File: src/rtl/pmem_guard.sv
module pmem_guard #(
  parameter int ADDR_W      = 22,
  parameter int USER_BLOCKS = 4,
  parameter int BLK_SHIFT   = 14,
  parameter int BOOT_END    = 'h800,
  parameter int CFG_BASE    = 'h300008
) (
  input  logic              clk,
  input  logic              rst_n,
  input  logic              tbl_rd,
  input  logic              tbl_wr,
  input  logic [ADDR_W-1:0] tbl_addr,
  input  logic [ADDR_W-1:0] pc,
  input  logic [7:0]        tbl_wdata,
  input  logic [7:0]        mem_rdata,
  output logic              mem_we,
  output logic [7:0]        rd_data,
  output logic              rd_zeroed,
  input  logic [ADDR_W-1:0] ext_addr,
  output logic              ext_allow,
  input  logic              erase_req,
  input  logic              erase_all,
  input  logic              erase_boot,
  input  logic [2:0]        erase_idx
);
  localparam int IW = ADDR_W - BLK_SHIFT;
  localparam logic [7:0] UMASK = 8'((1 << USER_BLOCKS) - 1);
  localparam logic [ADDR_W-1:0] BOOT_LIM = ADDR_W'(BOOT_END);
  localparam logic [ADDR_W-1:0] CFG_LO = ADDR_W'(CFG_BASE);
  localparam logic [ADDR_W-1:0] CFG_HI = ADDR_W'(CFG_BASE + 6);

  logic [7:0] cp, wrt, ebtr;
  logic       cpd, cpb, wrtd, wrtb, wrtc, ebtrb;

  // target decode
  wire [IW-1:0] t_hi   = tbl_addr[ADDR_W-1:BLK_SHIFT];
  wire          t_boot = tbl_addr < BOOT_LIM;
  wire          t_impl = !t_boot && (t_hi < IW'(USER_BLOCKS));
  wire [2:0]    t_sel  = t_hi[2:0];
  wire          t_cfg  = (tbl_addr >= CFG_LO) && (tbl_addr < CFG_HI);
  wire [2:0]    c_off  = 3'(tbl_addr - CFG_LO);

  // issuing instruction decode
  wire [IW-1:0] p_hi   = pc[ADDR_W-1:BLK_SHIFT];
  wire          p_boot = pc < BOOT_LIM;
  wire          same   = (t_boot && p_boot) || (!t_boot && !p_boot && t_hi == p_hi);

  // programming port decode
  wire [IW-1:0] e_hi   = ext_addr[ADDR_W-1:BLK_SHIFT];
  wire          e_boot = ext_addr < BOOT_LIM;
  wire          e_impl = !e_boot && (e_hi < IW'(USER_BLOCKS));

  wire wrt_t  = t_boot ? wrtb  : (t_impl ? wrt[t_sel]  : 1'b1);
  wire ebtr_t = t_boot ? ebtrb : (t_impl ? ebtr[t_sel] : 1'b1);

  wire allow_read = t_cfg || ebtr_t || same;
  wire cfg_we     = tbl_wr && t_cfg && wrtc && !erase_req;

  assign mem_we    = tbl_wr && !t_cfg && wrt_t;
  assign ext_allow = e_boot ? cpb : (e_impl ? cp[e_hi[2:0]] : 1'b1);

  logic [7:0] cfg_rd;
  always_comb begin
    case (c_off)
      3'd0:    cfg_rd = cp;
      3'd1:    cfg_rd = {cpd, cpb, 6'h3F};
      3'd2:    cfg_rd = wrt;
      3'd3:    cfg_rd = {wrtd, wrtb, wrtc, 5'h1F};
      3'd4:    cfg_rd = ebtr;
      3'd5:    cfg_rd = {1'b1, ebtrb, 6'h3F};
      default: cfg_rd = 8'hFF;
    endcase
  end

  always_ff @(posedge clk or negedge rst_n) begin
    if (!rst_n) begin
      cp <= 8'hFF; wrt <= 8'hFF; ebtr <= 8'hFF;
      cpd <= 1'b1; cpb <= 1'b1; wrtd <= 1'b1; wrtb <= 1'b1; wrtc <= 1'b1; ebtrb <= 1'b1;
      rd_data <= 8'h00;
      rd_zeroed <= 1'b0;
    end else begin
      if (erase_req) begin
        if (erase_all) begin
          cp <= 8'hFF; wrt <= 8'hFF; ebtr <= 8'hFF;
          cpd <= 1'b1; cpb <= 1'b1; wrtd <= 1'b1; wrtb <= 1'b1; wrtc <= 1'b1; ebtrb <= 1'b1;
        end else if (erase_boot) begin
          cpb <= 1'b1; wrtb <= 1'b1; ebtrb <= 1'b1;
        end else begin
          cp[erase_idx] <= 1'b1; wrt[erase_idx] <= 1'b1; ebtr[erase_idx] <= 1'b1;
        end
      end else if (cfg_we) begin
        case (c_off)
          3'd0: cp <= cp & (tbl_wdata | ~UMASK);
          3'd1: begin cpd <= cpd & tbl_wdata[7]; cpb <= cpb & tbl_wdata[6]; end
          3'd2: wrt <= wrt & (tbl_wdata | ~UMASK);
          3'd3: begin
            wrtd <= wrtd & tbl_wdata[7];
            wrtb <= wrtb & tbl_wdata[6];
            wrtc <= wrtc & tbl_wdata[5];
          end
          3'd4: ebtr <= ebtr & (tbl_wdata | ~UMASK);
          3'd5: ebtrb <= ebtrb & tbl_wdata[6];
          default: ;
        endcase
      end
      if (tbl_rd) begin
        rd_zeroed <= !allow_read;
        rd_data   <= !allow_read ? 8'h00 : (t_cfg ? cfg_rd : mem_rdata);
      end
    end
  end

  assert_boot_wr_blocked_R2: assert property (@(posedge clk) disable iff (!rst_n)
    (tbl_wr && t_boot && !wrtb) |-> !mem_we);

  assert_zero_payload_R3: assert property (@(posedge clk) disable iff (!rst_n)
    rd_zeroed |-> (rd_data == 8'h00));

  assert_own_region_read_R4: assert property (@(posedge clk) disable iff (!rst_n)
    (tbl_rd && !t_cfg && same) |=> !rd_zeroed);

  assert_clear_only_R7: assert property (@(posedge clk) disable iff (!rst_n)
    !erase_req |=> (((cp & ~$past(cp)) == 8'h00) && ((wrt & ~$past(wrt)) == 8'h00)
                    && ((ebtr & ~$past(ebtr)) == 8'h00)));

  assert_cfg_lock_R8: assert property (@(posedge clk) disable iff (!rst_n)
    (!wrtc && !erase_req) |=> ($stable(cp) && $stable(wrt) && $stable(ebtr) && $stable(ebtrb)));

  assert_full_erase_R9: assert property (@(posedge clk) disable iff (!rst_n)
    (erase_req && erase_all) |=> (&{cp, wrt, ebtr, cpd, cpb, wrtd, wrtb, wrtc, ebtrb}));

  assert_unused_high_R10: assert property (@(posedge clk) disable iff (!rst_n)
    ((cp & wrt & ebtr & ~UMASK) == ~UMASK));

  assert_cfg_no_array_write_R12: assert property (@(posedge clk) disable iff (!rst_n)
    (tbl_wr && t_cfg) |-> !mem_we);
endmodule

File: config.mk
export PLATFORM = sky130hd
export DESIGN_NAME = pmem_guard
export DESIGN_NICKNAME = d
export VERILOG_FILES = /design/src/rtl/pmem_guard.sv
export SDC_FILE = /design/constraint.sdc
export NUM_CORES = 1
export LEC_CHECK = 0
export BUFFER_PORTS_ARGS = -buffer_cell sky130_fd_sc_hd__buf_2
export CELL_PAD_IN_SITES_DETAIL_PLACEMENT = 0
export CELL_PAD_IN_SITES_GLOBAL_PLACEMENT = 1
export CORE_ASPECT_RATIO = 0.75
export CORE_MARGIN = 5
export CORE_UTILIZATION = 35
export DETAILED_ROUTE_END_ITERATION = 10
export PLACE_DENSITY = 0.79
export SYNTH_ARGS = -nofsm -noshare
export SYNTH_HDL_FRONTEND = slang
export SYNTH_SLANG_ARGS = --single-unit
File: constraint.sdc
create_clock -name clk -period 2.3 [get_ports clk]
set_input_delay 0.115 -clock clk [delete_from_list [all_inputs] [get_ports clk]]
set_output_delay 0.115 -clock clk [all_outputs]
set_load 0.1 [all_outputs]
==> out/results.ini <==
[outcome]
outcome=finished clean

[clock_tree]
cts_root_buffer=clkbuf_8
numCtsBuffers=5
clkSinkCount=39
clockBufferDepth=2
htreeDepth=2
cts_tree=done
clkTransAtPathRegs_ns=0.09
cts_resized=0
cts_setup_buffers=0
clk_latency_ns=0.30

[cells_and_area]
finalNonFillerCells=397
diodes=0
final_layout_size_suffix_gt1_share_pct=45.3
syn_to_final_growth_pct=26.6
fin_area_sq_um=2950
utilization_pct=46.2
nets=407

[routing]
routed-wl-met2_um=2580
routed_via_density=5.25
wl_met1_um=3280
postRouteAntennaNets=0
wl_per_cell_um=15.9
wl_met3_um=402
highest_layer=met4
vias=2086
drt_iter0_drc=99
drc=0
wl_um=6320
dr.pass1.iters=4

[worst_setup_path]
critPathKind=reg -> out
path_max_fanout=3
crit_path_cell_trace=mux2_2, mux4_2, or4_1, buf_2
cp.arrival_ns=2.09
path_delay_family=multiplexers
crit_buf_inv=1
startpoint_type=register
critPathMaxStageDelay_ns=0.45
cp_data_required_time_ns=2.18
slowest_stage=mux4_2
cp-end-kind=primary output

[floorplan]
start_util_pct=36.5
die_x_um=104
die_area_sq_um=8400
row_count=25
die_y_um=80.6
io-pin-count=103
core_sq_um=6380

[timing]
min_period_ns=2.21
tns_ns=0
max_slew_margin_pct=43.2
maxSlewViolCount=0
finalSetupViolations=0
finalClockSkew_ns=0.0101
final-hold-violation-count=0
rsz0062_at_grt=no
period_share_pct=96.1
worstMarginPinSlew_ns=0.852
max_freq_mhz=453

[logic_synthesis]
synth_top_area_share_pct=33.9
yosys_most_used_dff=dfstp_2
synth_area_sq_um=2330
synth_edf_count=0
postSynthAreaPerCell_sq_um=9.86
syn-num-nets=328
synthArstFlopShare_pct=100
yosys.cell_types.count=45
yosysSeqAreaShare_pct=43.5
yosys_register_bits=39
synthCells=236
synth_top_area_cell=dfstp_2
ys.warnings.count=0
synthTopCellsByArea=dfstp_2, dfrtp_1, mux2_2

[placement]
gp_congestion=0.800
io_buffer_count=79
dp.final_hpwl_um=4940
place_area_sq_um=2800
placed_cells_incl_taps=388

[pwr]
leakagePower_nw=1.21
irDropWorstVdd_mv=0.287
power.density_nw_per_um2=586

[grt]
grt_use_total_pct=15.0
grt_pass1_vias=2065
grt_first_pass_wirelength_um=10100
antenna_found_initial=0
grt_overflow=0
grt_max_degree=40

[min_path]
worstHoldPathType=in -> reg

[job]
cap_violations=0

synthesized netlist by cell type, types with 9 or more instances:
master,instances
clkbuf_1,9
a21oi_1,11
dfstp_2,30
o21ai_0,10
o22ai_1,12
nand2b_1,16
dfrtp_1,9
nand2_1,9
mux2_2,9
inv_1,14
nor2_1,17
mux2i_1,10
power breakdown:
part / internal (mW) / switching [mW]
registers: 0.702 / 0.00668
logic: 0.0987 / 0.233
clock network: 0.434 / 0.253
layer usage:
layer | vias up | track usage [%]
met5 | - | 0
met4 | 0 | 3.88
met3 | 5 | 4.10
met2 | 56 | 21.2
met1 | 1003 | 22.2
li1 | 1022 | -
state kept, by name, summed over array words and instances, names as in the netlist:
name,cells
wrtb,1
cpd,1
wrtd,1
cpb,1
rd_data,8
wrtc,1
wrt,8
ebtr,8
rd_zeroed,1
cp,8
ebtrb,1
layout by cell type, fill, tap and decap left out, types with 6 or more instances in the layout:
cell | netlist | final
a21oi_1 | 11 | 11
a31oi_1 | 6 | 6
buf_2 | 1 | 79
dfrtp_1 | 9 | 9
dfstp_2 | 30 | 30
inv_1 | 14 | 14
mux2_2 | 9 | 9
mux2i_1 | 10 | 10
nand2_1 | 9 | 9
nand2b_1 | 16 | 16
nor2_1 | 17 | 17
nor2b_1 | 8 | 8
nor3_1 | 8 | 8
o21ai_0 | 10 | 10
o22ai_1 | 12 | 12
xnor2_1 | 8 | 8
timing repair:
action,4_1_cts,5_1_grt
hold buffers,1,0
endpoints found under the setup margin,0,0
endpoints found under the hold margin,9,0
final cells by class:
| cell class | instances | area (sq um) |
|---|---|---|
| multi-input cells | 171 | 1210 |
| well taps | 81 | 101 |
| clock inverters | 3 | 66.3 |
| clock buffers | 5 | 68.8 |
| inverters | 15 | 56.3 |
| flip-flops and latches | 39 | 1010 |
| fillers | 648 | 3430 |
| repair buffers | 83 | 428 |
path summary, 6_finish.rpt:
| check | endpoint | from | slack, ns | depth (start not counted) |
|---|---|---|---|---|
| hold / removal | wrt[2] | tbl_wdata[2] | 0.09 | 3 |
| setup / recovery | ext_allow | cpb | 0.09 | 4 |
| max in group asynchronous | rd_data[4] | rst_n | 1.31 | 2 |
| min in group asynchronous | rd_data[7] | rst_n | 0.47 | 2 |
| setup reg to reg | rd_data[2] | ebtr[0] | 0.50 | 4 |
| hold reg to reg | rd_zeroed | rd_zeroed | 0.48 | 1 |
logic make-up after synthesis:
| logic type | share of synthesized area (%) |
|---|---|
| AO/OA/AOI/OAI | 16.2 |
| XOR/XNOR | 3.01 |
| buffers and inverters | 4.57 |
| flip-flops | 43.5 |
| multiplexers | 10.6 |
| AND/OR/NAND/NOR | 22.1 |
through the flow:
stage,setup slack [ns],power [mW],hold slack [ns]
floorplan,0.0639,0.932,-0.181
global route,0.0149,1.80,0.0978
finish,0.0905,1.73,0.0906
global placement,0.118,1.05,0.263
CTS,0.0763,1.74,0.0889
detailed placement,0.121,1.05,0.267
worst register-to-register path: cells and delay by family (launching register included):
family	cells	cell delay, ns
AND/OR/NAND/NOR	1	0.36
flip-flops	1	0.39
AO/OA/AOI/OAI	3	0.90
Power figures use the tool's default switching activity.
